$ cat config.mk
export PLATFORM = sky130hd
export DESIGN_NAME = scl_sync_gen
export DESIGN_NICKNAME = d
export VERILOG_FILES = /design/src/rtl/scl_sync_pkg.sv /design/src/rtl/scl_bit_sync.sv /design/src/rtl/scl_phase_cnt.sv /design/src/rtl/scl_sync_gen.sv
export SDC_FILE = /design/constraint.sdc
export NUM_CORES = 1
export LEC_CHECK = 0
export BUFFER_PORTS_ARGS = -buffer_cell sky130_fd_sc_hd__buf_4
export CAP_MARGIN = 20
export CORE_AREA = 3 3 57 59
export CTS_CLUSTER_DIAMETER = 80
export DETAILED_ROUTE_END_ITERATION = 6
export DIE_AREA = 0 0 60 62
export PLACE_DENSITY = 0.72
export SYNTH_ARGS = -nofsm -noshare
export SYNTH_HDL_FRONTEND = slang
export SYNTH_SLANG_ARGS = --single-unit
$ cat constraint.sdc
create_clock -name clk -period 2.1 [get_ports clk]
set_input_delay 0.42 -clock clk [delete_from_list [all_inputs] [get_ports clk]]
set_output_delay 0.42 -clock clk [all_outputs]
set_load 0.05 [all_outputs]
$ cat src/rtl/scl_sync_pkg.sv
`timescale 1ns/1ps
package scl_sync_pkg;

  typedef enum logic [1:0] {
    PH_IDLE = 2'd0,
    PH_LOW  = 2'd1,
    PH_WAIT = 2'd2,
    PH_HIGH = 2'd3
  } scl_phase_e;

  // Exponent for a rate code, clipped at the largest supported value.
  function automatic int unsigned rate_exp(input int unsigned code,
                                           input int unsigned n_min,
                                           input int unsigned n_max);
    int unsigned e;
    e = n_min + code;
    if (e > n_max) e = n_max;
    return e;
  endfunction

endpackage

$ cat src/rtl/scl_bit_sync.sv
`timescale 1ns/1ps
module scl_bit_sync #(
  parameter int unsigned STAGES  = 2,
  parameter logic        RST_VAL = 1'b0
) (
  input  logic clk,
  input  logic rst_n,
  input  logic d,
  output logic q
);

  logic [STAGES-1:0] shift_q;

  always_ff @(posedge clk or negedge rst_n) begin
    if (!rst_n) shift_q <= {STAGES{RST_VAL}};
    else        shift_q <= {shift_q[STAGES-2:0], d};
  end

  assign q = shift_q[STAGES-1];

endmodule

$ cat src/rtl/scl_phase_cnt.sv
`timescale 1ns/1ps
module scl_phase_cnt #(
  parameter int unsigned W = 12
) (
  input  logic         clk,
  input  logic         rst_n,
  input  logic         clr,
  input  logic         run,
  input  logic [W-1:0] limit,
  output logic         done
);

  logic [W-1:0] cnt_q;
  logic [W-1:0] cnt_d;
  logic         cnt_en;

  always_comb begin
    cnt_en = clr | run;
    cnt_d  = clr ? '0 : cnt_q + W'(1);
  end

  always_ff @(posedge clk or negedge rst_n) begin
    if (!rst_n)      cnt_q <= '0;
    else if (cnt_en) cnt_q <= cnt_d;
  end

  assign done = run && (cnt_q == limit - W'(1));

  // a running count never passes the length of its phase
  p_cnt_in_range_r1: assert property (@(posedge clk) disable iff (!rst_n)
    run |-> (cnt_q < limit));

endmodule

$ cat src/rtl/scl_sync_gen.sv
`timescale 1ns/1ps
module scl_sync_gen
  import scl_sync_pkg::*;
#(
  parameter int unsigned N_MIN       = 4,
  parameter int unsigned N_MAX       = 10,
  parameter int unsigned HIGH_EXTRA  = 8,
  parameter int unsigned SEL_W       = 3,
  parameter int unsigned SYNC_STAGES = 2
) (
  input  logic             clk,
  input  logic             rst_n,
  input  logic             en,
  input  logic [SEL_W-1:0] rate_sel,
  input  logic             scl_bus_in,
  output logic             scl_pull,
  output logic             low_start,
  output logic             high_start
);

  localparam int unsigned CNT_W = N_MAX + 2;

  logic             rst_core_n;
  logic             bus_hi;
  scl_phase_e       phase_q, phase_d;
  logic             low_stb_q, high_stb_q;
  logic             enter_low, enter_high;
  logic             cnt_clr, cnt_run, cnt_done;
  logic [CNT_W-1:0] low_len, high_len, cnt_limit;
  int unsigned      exp_n;

  // Reset: asserted asynchronously, released on a clock edge
  scl_bit_sync #(.STAGES(2), .RST_VAL(1'b0)) i_rst_sync (
    .clk   (clk),
    .rst_n (rst_n),
    .d     (1'b1),
    .q     (rst_core_n)
  );

  // Bus line synchronizer
  scl_bit_sync #(.STAGES(SYNC_STAGES), .RST_VAL(1'b1)) i_bus_sync (
    .clk   (clk),
    .rst_n (rst_core_n),
    .d     (scl_bus_in),
    .q     (bus_hi)
  );

  // Phase lengths from the rate code
  always_comb begin
    exp_n    = rate_exp(32'(rate_sel), N_MIN, N_MAX);
    low_len  = {{(CNT_W-1){1'b0}}, 1'b1} << exp_n;
    high_len = low_len + CNT_W'(HIGH_EXTRA);
  end

  // Next phase
  always_comb begin
    phase_d = phase_q;
    case (phase_q)
      PH_IDLE: phase_d = PH_LOW;
      PH_LOW:  if (cnt_done) phase_d = PH_WAIT;
      PH_WAIT: if (bus_hi) phase_d = PH_HIGH;
      PH_HIGH: if (!bus_hi || cnt_done) phase_d = PH_LOW;
      default: phase_d = PH_IDLE;
    endcase
    if (!en) phase_d = PH_IDLE;
  end

  always_comb begin
    enter_low  = (phase_d == PH_LOW)  && (phase_q != PH_LOW);
    enter_high = (phase_d == PH_HIGH) && (phase_q != PH_HIGH);
    cnt_run    = (phase_q == PH_LOW) || (phase_q == PH_HIGH);
    cnt_clr    = (phase_d != phase_q);
    cnt_limit  = (phase_q == PH_HIGH) ? high_len : low_len;
  end

  scl_phase_cnt #(.W(CNT_W)) i_cnt (
    .clk   (clk),
    .rst_n (rst_core_n),
    .clr   (cnt_clr),
    .run   (cnt_run),
    .limit (cnt_limit),
    .done  (cnt_done)
  );

  always_ff @(posedge clk or negedge rst_core_n) begin
    if (!rst_core_n) begin
      phase_q    <= PH_IDLE;
      low_stb_q  <= 1'b0;
      high_stb_q <= 1'b0;
    end else begin
      phase_q    <= phase_d;
      low_stb_q  <= enter_low;
      high_stb_q <= enter_high;
    end
  end

  assign scl_pull   = (phase_q == PH_LOW);
  assign low_start  = low_stb_q;
  assign high_start = high_stb_q;

  // strobes are exclusive single pulses
  p_strobe_excl_r9: assert property (@(posedge clk) disable iff (!rst_core_n)
    !(low_start && high_start));
  p_low_pulse_r9: assert property (@(posedge clk) disable iff (!rst_core_n)
    low_start |=> !low_start);
  p_high_pulse_r9: assert property (@(posedge clk) disable iff (!rst_core_n)
    high_start |=> !high_start);

  // a low phase starts with the line pulled
  p_low_start_pulls_r6: assert property (@(posedge clk) disable iff (!rst_core_n)
    low_start |-> scl_pull);

  // a low bus line during the counted high phase restarts the low phase
  p_high_abort_r6: assert property (@(posedge clk) disable iff (!rst_core_n)
    (phase_q == PH_HIGH && !bus_hi && en) |=> (scl_pull && low_start));

  // no high count while the line is held low
  p_wait_no_count_r3: assert property (@(posedge clk) disable iff (!rst_core_n)
    (phase_q == PH_WAIT && !bus_hi) |=> !high_start);

  // disabling releases the line and silences the strobes
  p_disable_release_r7: assert property (@(posedge clk) disable iff (!rst_core_n)
    !en |=> (!scl_pull && !low_start && !high_start));

endmodule

==> reports/results.txt, run 1 <==
post-route antenna net violation count -> 0
CP peak stage delay -> 0.42 ns
Netlist cell types -> 49
clock network latency to the later pin of the worst-skew pair -> 0.30 ns
Die X-Extent -> 60 um
setup_tns -> -5.29 ns
nets -> 214
RSZ-0062 raised after global routing -> yes
Die Y-Extent -> 62 um
MaxCap Viol Count -> 0
Req. time, crit path -> 2.30 ns
crit path kind -> in -> reg
crit path DAT -> 2.73 ns
crit end category -> flop
Clk network pwr share -> 35.3%
# diodes -> 0
maximum buffer depth of the clock tree -> 2
Flop pwr share -> 45.7%
Tcrit/Tclk final -> 120%
Mapped Nets -> 178
Mean Syn Cell Area -> 9.25 um^2
Congestion Overflow GR -> 0
TritonCTS clock tree -> done
Leak Pwr -> 0.882 nW
crit path max-delay cell type -> or4_4
CTS Buf Count -> 3
Ports -> 10
post-synthesis async set-or-reset flop share -> 100%
Sink Count -> 20
vias in the first global route -> 1,253
first-pass GRT wire length -> 5600 um
WL per Instance -> 15.1 um
hold_ws -> 0.218 ns
final hold vios -> 0
Seq cells post-synth -> 20
Pre-antenna DRT Iters -> 4
die area -> 0.00372 mm^2
core area -> 0.00276 mm^2
status -> finished, violations left
final worst path period need -> 2.53 ns
Synth-to-Final Area Change -> 31.1%
power per cell area -> 453 mW/mm^2
Max VDD drop -> 431 uV
register area -> 503 um^2
Design Power -> 0.890 mW
fmax -> 0.396 GHz
Site Rows -> 19
final core occ -> 71.2%
fin worst setup slack -> -0.427 ns
Total GRT Usage -> 20.3%
initial antenna violation count -> 0
Final Wtd Congestion -> 0.835
Primary FF master, synth -> dfrtp_1
clock slew at reported path FFs -> 0.12 ns
most frequent cells in the layout -> 37 x buf_4, 18 x dfrtp_1, 16 x nand2_1, 12 x xor2_1
Max Slew Vio Count -> 0
Multi-input gate area -> 998 um^2
Comb pwr share -> 19.0%
Avg Vias per Cell -> 5.66
Final Skew -> 0.00709 ns
crit start category -> input pin
pin count of the biggest net entering global routing -> 19
port buffer count -> 9
Cell Area, Synth -> 0.00150 mm^2
fillers -> 226
residual DRC count -> 0
register area share after synthesis -> 33.6%
Hold Crit Class -> in -> reg
DP Wirelength -> 2630 um
synth warn -> 0
Cells after Synth -> 162
H-tree depth -> 1
Final setup viols -> 15
worst slew pin tran -> 0.719 ns
critical-path cell list -> buf_6 -> ha_4 -> or3b_4 -> or4_4 -> a221oi_2 -> o2111ai_2 -> nor4b_4 -> mux2_4 -> o21a_1
layout cells sized above 1 -> 35.5%
DRT iter0 DRCs -> 50
CP Max Fanout -> 4
clock root cell -> clkbuf_4
failing checks -> setup timing
Post-synth EDFFs -> 0
Initial Utilization -> 54.4%
switch share -> 24.9%
sw power -> 0.222 mW
P_int -> 0.668 mW
DP Worst Slack -> -0.865 ns
Slew headroom -> 52.1%
commonest non-fill, non-tap cell in the layout -> buf_4
Routed WL -> 3450 um
DR vias -> 1,291
cell type report:
cell class                 instances  area share [%]
clock inverter                     1            1.53
tap                               31            1.97
multi-input combinational        126            50.8
sequential                        20            25.6
timing repair buffer              43            18.2
clock buffer                       3            1.15
inverter                           4           0.764
stage by stage:
| stage | area, um^2 | instances |
|---|---|---|
| floorplan | 1550 | 162 |
| global placement | 1840 | 221 |
| finish | 1960 | 228 |
| detailed placement | 1840 | 221 |
| global route | 1960 | 228 |
| CTS | 1950 | 227 |
flip-flops by register name (all words and copies together) (netlist names):
name	count
low_start	1
i_bus_sync.shift_q	2
i_cnt.cnt_q	12
i_rst_sync.shift_q	2
phase_q	2
high_start	1
worst max-delay path, delay by kind of cell:
kind / cells / cell delay (ns)
buf+inv: 1 / 0.11
simple gates: 3 / 1.10
fa+ha+maj: 1 / 0.15
mux: 1 / 0.33
compound gates: 3 / 0.62
cells by family (layout without fill, tap and decap cells):
group,count (synthesis),after routing,share of synthesized area (%)
buffers and inverters,16,51,4.76
muxes,3,3,2.34
AOI/OAI and AO/OA,33,33,15.4
xor gates and xnor gates,23,23,13.4
adders and majority gates,9,9,7.51
and+or+nand+nor,56,56,22.5
other,2,2,0.501
DFF,20,20,33.6
power by group through the flow:
stage	logic, mW	registers, mW	clock network, mW
final	0.169	0.407	0.314
after detailed placement	0.159	0.415	0
after global routing	0.183	0.410	0.339
after floorplan	0.0971	0.417	0
after global placement	0.153	0.414	0
after CTS	0.166	0.408	0.320
final timing paths:
kind,startpoint,endpoint,slack [ns],cells after the start
max,rate_sel[2],phase_q[1],-0.43,9
min,scl_bus_in,i_bus_sync.shift_q[0],0.22,1
max reg2reg,phase_q[0],phase_q[1],-0.40,7
min reg2reg,i_rst_sync.shift_q[1],i_cnt.cnt_q[0],0.31,0
max in group asynchronous,i_rst_sync.shift_q[1],i_cnt.cnt_q[6],1.34,0
min in group asynchronous,i_rst_sync.shift_q[1],i_cnt.cnt_q[0],0.31,0
per-layer routing:
| layer | vias up | wire, um | GRT usage, % | part of all wire [%] |
|---|---|---|---|---|
| li1 | 633 | - | - | - |
| met1 | 620 | 1440 | 24.6 | 42 |
| met2 | 28 | 1750 | 36.0 | 51 |
| met3 | 10 | 149 | 2.48 | 4.3 |
| met4 | 0 | 107 | 9.81 | 3.1 |
| met5 | - | 0 | 0 | 0 |
what timing repair did:
item                       in CTS  in global routing
hold endpoints to repair        2                  0
pin swaps                       5                  3
hold buffers                    1                  0
resized for setup               9                  1
setup buffers                   1                  1
setup endpoints to repair      15                 15
synthesized netlist by cell type, types with 2 or more instances:
library cell | instances | area share [%]
and3_1 | 3 | 1.3
o31ai_1 | 2 | 1.0
and2_1 | 4 | 1.7
a21boi_0 | 2 | 1.0
o21ai_0 | 3 | 1.0
nand2_1 | 16 | 4.0
clkbuf_1 | 9 | 2.3
nor3b_1 | 2 | 1.0
dfrtp_1 | 18 | 30
o211ai_1 | 2 | 1.0
nand4_1 | 4 | 1.7
nor2_1 | 8 | 2.0
a21oi_1 | 13 | 4.3
xnor2_1 | 11 | 6.4
nor4_1 | 2 | 0.83
nor4b_1 | 3 | 1.8
ha_1 | 9 | 7.5
inv_1 | 4 | 1.0
conb_1 | 2 | 0.50
mux2i_1 | 2 | 1.3
xor2_1 | 12 | 7.0
dfstp_2 | 2 | 3.5
nand3_1 | 3 | 1.0
Note: power is estimated with default switching activity, not from simulation.
==> inputs of run 2 (changes only) <==
PLACE_DENSITY = 0.71   (was 0.72)
==> run 2 against run 1 <==
Against the previous run: the flow still finishes with violations (setup timing); worst hold slack worse by 0.0036 ns; sequential power about the same; register-to-register slack about the same; via count up 1.4%; clock-buffer cell count unchanged; clock power about the same; sequential share of layout area down 0.43 points.
==> reports/results.txt, run 2 (synthesis results as in run 1) <==
# diodes -> 0
H-tree depth -> 1
Flop pwr share -> 45.4%
core area -> 0.00276 mm^2
first-pass GRT wire length -> 5750 um
R2R depth -> 7
Design Power -> 0.898 mW
Sink Count -> 20
crit start category -> input pin
Site Rows -> 19
Largest register FFs -> 12
DP Wirelength -> 2530 um
maximum buffer depth of the clock tree -> 2
Final Skew -> 0.00547 ns
final core occ -> 72.5%
final instance count without filler cells -> 230
design area -> 0.00200 mm^2
CTS Buf Count -> 3
setup_tns -> -5.59 ns
CP Max Fanout -> 8
Initial Utilization -> 54.4%
worst slew pin tran -> 0.731 ns
Worst Hold Launch -> scl_bus_in
Routed WL -> 3330 um
hold_ws -> 0.214 ns
clock root cell -> clkbuf_4
R2R Path End -> phase_q[1]
pin count of the biggest net entering global routing -> 19
failing checks -> setup timing
vias in the first global route -> 1,308
Ports -> 10
Total GRT Usage -> 20.5%
DR vias -> 1,309
port buffer count -> 9
DP Worst Slack -> -0.883 ns
Tcrit/Tclk final -> 121%
initial antenna violation count -> 0
sw power -> 0.221 mW
Hold Crit Class -> in -> reg
crit path kind -> in -> reg
Slew headroom -> 51.2%
crit end category -> flop
clock network latency to the later pin of the worst-skew pair -> 0.30 ns
commonest non-fill, non-tap cell in the layout -> buf_4
fmax -> 0.392 GHz
Avg Vias per Cell -> 5.69
Die X-Extent -> 60 um
clock slew at reported path FFs -> 0.11 ns
power per cell area -> 449 mW/mm^2
hold depth -> 1
Hold Path End -> i_bus_sync.shift_q[0]
switch share -> 24.6%
layout cells sized above 1 -> 36.7%
Final Wtd Congestion -> 0.875
TritonCTS clock tree -> done
most frequent cells in the layout -> 40 x buf_4, 18 x dfrtp_1, 16 x nand2_1, 12 x xor2_1
residual DRC count -> 0
Leak Pwr -> 0.901 nW
Req. time, crit path -> 2.30 ns
Final setup viols -> 15
Pre-antenna DRT Iters -> 4
die area -> 0.00372 mm^2
final worst path period need -> 2.55 ns
largest register by flop count -> i_cnt.cnt_q
Comb pwr share -> 20.0%
Max VDD drop -> 516 uV
WL per Instance -> 14.5 um
P_int -> 0.677 mW
Synth-to-Final Area Change -> 33.3%
R2R Path Start -> phase_q[0]
Max Slew Vio Count -> 0
R2R Setup Slk -> -0.40 ns
Congestion Overflow GR -> 0
fin worst setup slack -> -0.450 ns
crit path DAT -> 2.75 ns
nets -> 216
final hold vios -> 0
RSZ-0062 raised after global routing -> yes
Clk network pwr share -> 34.7%
MaxCap Viol Count -> 0
DRT iter0 DRCs -> 62
DP Area -> 0.00186 mm^2
status -> finished, violations left
dpl cells -> 223
Die Y-Extent -> 62 um
post-route antenna net violation count -> 0
[run 2: cell count changes in the layout (fill, tap and decap cells not counted), sizes merged]
cell | before | now
buf | 42 | 44
[run 2: what timing repair did]
action	in CTS	in global routing
gates resized for setup	10	3
hold buffers	1	0
gates cloned	0	0
buffers inserted	2	2
endpoints found under the setup margin	15	15
endpoints found under the hold margin	2	0
pin swaps	5	5
[run 2: critical path: stages]
cell and delay, ns:
buf_8 0.11, buf_8 0.13, or3b_4 0.39, or4_4 0.42, a221oi_2 0.27, o2111ai_2 0.16
nor4b_4 0.35, mux2_4 0.33, o21a_1 0.16
[run 2: per-layer routing]
metal / GRT usage (%) / wire length (um) / part of all wire, %
met5: 0 / 0 / 0
met4: 8.54 / 71 / 2.1
met3: 1.24 / 66 / 2.0
met2: 36.9 / 1750 / 53
met1: 25.6 / 1440 / 43
[run 2: area by class of cell]
type | instances | area [um^2]
clock inverters | 1 | 30.0
fillers | 207 | 759
inverters | 4 | 15.0
clock buffers | 3 | 22.5
well taps | 31 | 38.8
multi-input cells | 126 | 1010
repair buffers | 45 | 375
flip-flops and latches | 20 | 503
[run 2: power groups by stage]
stage | logic [mW] | registers [mW] | clock network, mW
2_1_floorplan | 0.0971 | 0.417 | 0
3_3_place_gp | 0.157 | 0.414 | 0
3_5_place_dp | 0.163 | 0.415 | 0
4_1_cts | 0.174 | 0.408 | 0.317
5_1_grt | 0.196 | 0.410 | 0.332
6_report | 0.179 | 0.407 | 0.311
[run 2: how the worst max path moves through the flow]
stage	startpoint	end	slack (ns)	cells after the start
after floorplan	rate_sel[1]	phase_q[1]	-0.67	9
after global placement	rate_sel[1]	phase_q[1]	-0.82	10
after detailed placement	rate_sel[1]	phase_q[1]	-0.88	10
after CTS	rate_sel[1]	phase_q[1]	-0.52	9
after global routing	rate_sel[2]	i_cnt.cnt_q[8]	-0.55	11
final	rate_sel[2]	phase_q[1]	-0.45	9
==> inputs of run 3 (changes only) <==
ABC_AREA = 1   (was default)
CORE_AREA = 3 3 61 63   (was 3 3 57 59)
CTS_CLUSTER_SIZE = 28   (was default)
DIE_AREA = 0 0 64 66   (was 0 0 60 62)
==> run 3 against run 2 <==
Against the previous run: the flow still finishes with violations (setup timing); sequential power hardly changed; design area rose by 15%; via count increased by 26%; worst hold slack improved by 0.0077 ns; die area rose by 14%; clock skew increased by 0.0028 ns; sequential cell count unchanged; critical endpoint is now i_cnt.cnt_q[0]; largest cell class unchanged; largest power group unchanged.
==> reports/results.txt, run 3 <==
status -> finished, violations left
failing checks -> setup timing
DP Wirelength -> 3220 um
Mapped Nets -> 257
Cell Area, Synth -> 0.00176 mm^2
vias in the first global route -> 1,646
crit path DAT -> 2.30 ns
crit path to -> i_cnt.cnt_q[0]
H-tree depth -> 1
Initial Utilization -> 53.7%
hold depth -> 1
Largest register FFs -> 12
clock network latency to the later pin of the worst-skew pair -> 0.30 ns
DR vias -> 1,644
fin worst setup slack -> -0.00309 ns
maximum buffer depth of the clock tree -> 2
Pre-antenna DRT Iters -> 5
fmax -> 0.475 GHz
Avg Vias per Cell -> 4.98
Synth-to-Final Area Change -> 30.2%
Final Wtd Congestion -> 0.860
WL per Instance -> 12.5 um
largest register by flop count -> i_cnt.cnt_q
most frequent cells in the layout -> 44 x nand2_1, 35 x buf_4, 31 x inv_1, 20 x nand3_1, 18 x dfrtp_1
Post-synth EDFFs -> 0
# diodes -> 0
TritonCTS clock tree -> done
CP Max Fanout -> 6
power per cell area -> 374 mW/mm^2
Leak Pwr -> 1.15 nW
clock slew at reported path FFs -> 0.10 ns
worst slew pin tran -> 0.692 ns
list of most frequent post-synthesis cells -> 55 x nand2_1, 34 x inv_1, 25 x nand3_1
layout cells sized above 1 -> 37.7%
Total GRT Usage -> 21.4%
area share of the largest cell type after synthesis -> 25.5%
Die X-Extent -> 64 um
core area -> 0.00328 mm^2
R2R Path Start -> phase_q[0]
post-synthesis async set-or-reset flop share -> 100%
Cells after Synth -> 241
fillers -> 279
DRT iter0 DRCs -> 57
Hold Crit Class -> in -> reg
R2R depth -> 14
setup_tns -> -0.00309 ns
final worst path period need -> 2.10 ns
crit start category -> input pin
Crit. Startpoint -> rate_sel[1]
commonest non-fill, non-tap cell in the layout -> nand2_1
residual DRC count -> 0
clock root cell -> clkbuf_4
RSZ-0062 raised after global routing -> yes
R2R Setup Slk -> 0.02 ns
Die Y-Extent -> 66 um
Routed WL -> 4120 um
Final setup viols -> 1
first-pass GRT wire length -> 7160 um
crit path kind -> in -> reg
final hold vios -> 0
Max VDD drop -> 355 uV
DP Worst Slack -> -0.347 ns
Slew headroom -> 53.8%
Congestion Overflow GR -> 0
Site Rows -> 21
MaxCap Viol Count -> 0
final core occ -> 69.9%
nets -> 301
Primary FF master, synth -> dfrtp_1
Max Slew Vio Count -> 0
area leader, netlist -> dfrtp_1
crit end category -> flop
Req. time, crit path -> 2.30 ns
Netlist cell types -> 36
Seq cells post-synth -> 20
CTS Buf Count -> 3
port buffer count -> 9
synth warn -> 0
Sink Count -> 20
Final Skew -> 0.00832 ns
post-route antenna net violation count -> 0
hold_ws -> 0.222 ns
initial antenna violation count -> 0
die area -> 0.00422 mm^2
most numerous cell in the Yosys netlist -> nand2_1
Ports -> 10
Area contributors post-synth -> dfrtp_1 26%, nand2_1 12%, inv_1 7.2%
Mean Syn Cell Area -> 7.32 um^2
Tcrit/Tclk final -> 100%
register area share after synthesis -> 28.5%
Design Power -> 0.858 mW
pin count of the biggest net entering global routing -> 19
R2R Path End -> i_cnt.cnt_q[11]
[run 3: worst max-delay path: stages]
cell and delay [ns]:
buf_8 0.09, ha_4 0.17, nor2_4 0.06, nand3_4 0.07, inv_2 0.04, ha_4 0.20, or2_4 0.22, nand2_2 0.05
nand2_1 0.05, nand3_1 0.08, nor2_1 0.05, nand2_1 0.06, inv_2 0.05, nand4_1 0.12, clkinv_1 0.12, nand3_4 0.15
nand3_4 0.13, nand3_2 0.11, nand2_2 0.05
[run 3: worst min-delay path by stage]
stage                    start               endpoint  slack (ns)
detailed placement       rst_n  i_rst_sync.shift_q[1]        0.20
global placement         rst_n  i_rst_sync.shift_q[0]        0.20
global route        scl_bus_in  i_bus_sync.shift_q[0]        0.19
CTS                 scl_bus_in  i_bus_sync.shift_q[0]        0.22
floorplan                rst_n  i_rst_sync.shift_q[0]        0.12
finish              scl_bus_in  i_bus_sync.shift_q[0]        0.22
[run 3: report_power, final]
part / internal (mW) / switching [mW]
registers: 0.395 / 0.0123
logic: 0.0972 / 0.131
clock network: 0.106 / 0.117
total: 0.598 / 0.260
[run 3: final cells by class]
cell class	instances	area [um^2]	area share [%]
Clock buffer	4	36.3	1.58
Sequential cell	20	503	21.9
Multi-Input combinational cell	176	1190	52.0
Timing Repair Buffer	41	337	14.7
Inverter	43	170	7.41
Tap cell	46	57.6	2.51
[run 3: timing repair]
item,in CTS,in global routing
setup buffers,3,6
hold endpoints to repair,2,0
resized for setup,8,20
hold buffers,1,0
setup endpoints to repair,12,14
pin swaps,14,15
[run 3: kinds of logic (layout without fill, tap and decap cells)]
group / Yosys count / count (layout) / share of synthesized area (%)
xor+xnor: 13 / 13 / 6.88
simple gates: 141 / 141 / 43.3
buf+inv: 45 / 88 / 10.2
compound gates: 11 / 11 / 4.26
flops: 20 / 20 / 28.5
other cells: 2 / 2 / 0.426
fa+ha+maj: 9 / 9 / 6.38
[run 3: stage by stage]
stage,instances,area (um^2)
3_5_place_dp,316,2090
4_1_cts,324,2190
5_1_grt,330,2300
3_3_place_gp,316,2090
6_report,330,2300
2_1_floorplan,241,1810
[run 3: layer usage]
layer	vias up	GRT usage [%]	wire (um)
met5	-	0	0
met4	0	4.31	73
met3	10	4.59	147
met2	30	36.5	1990
met1	754	27.9	1910
li1	850	-	-
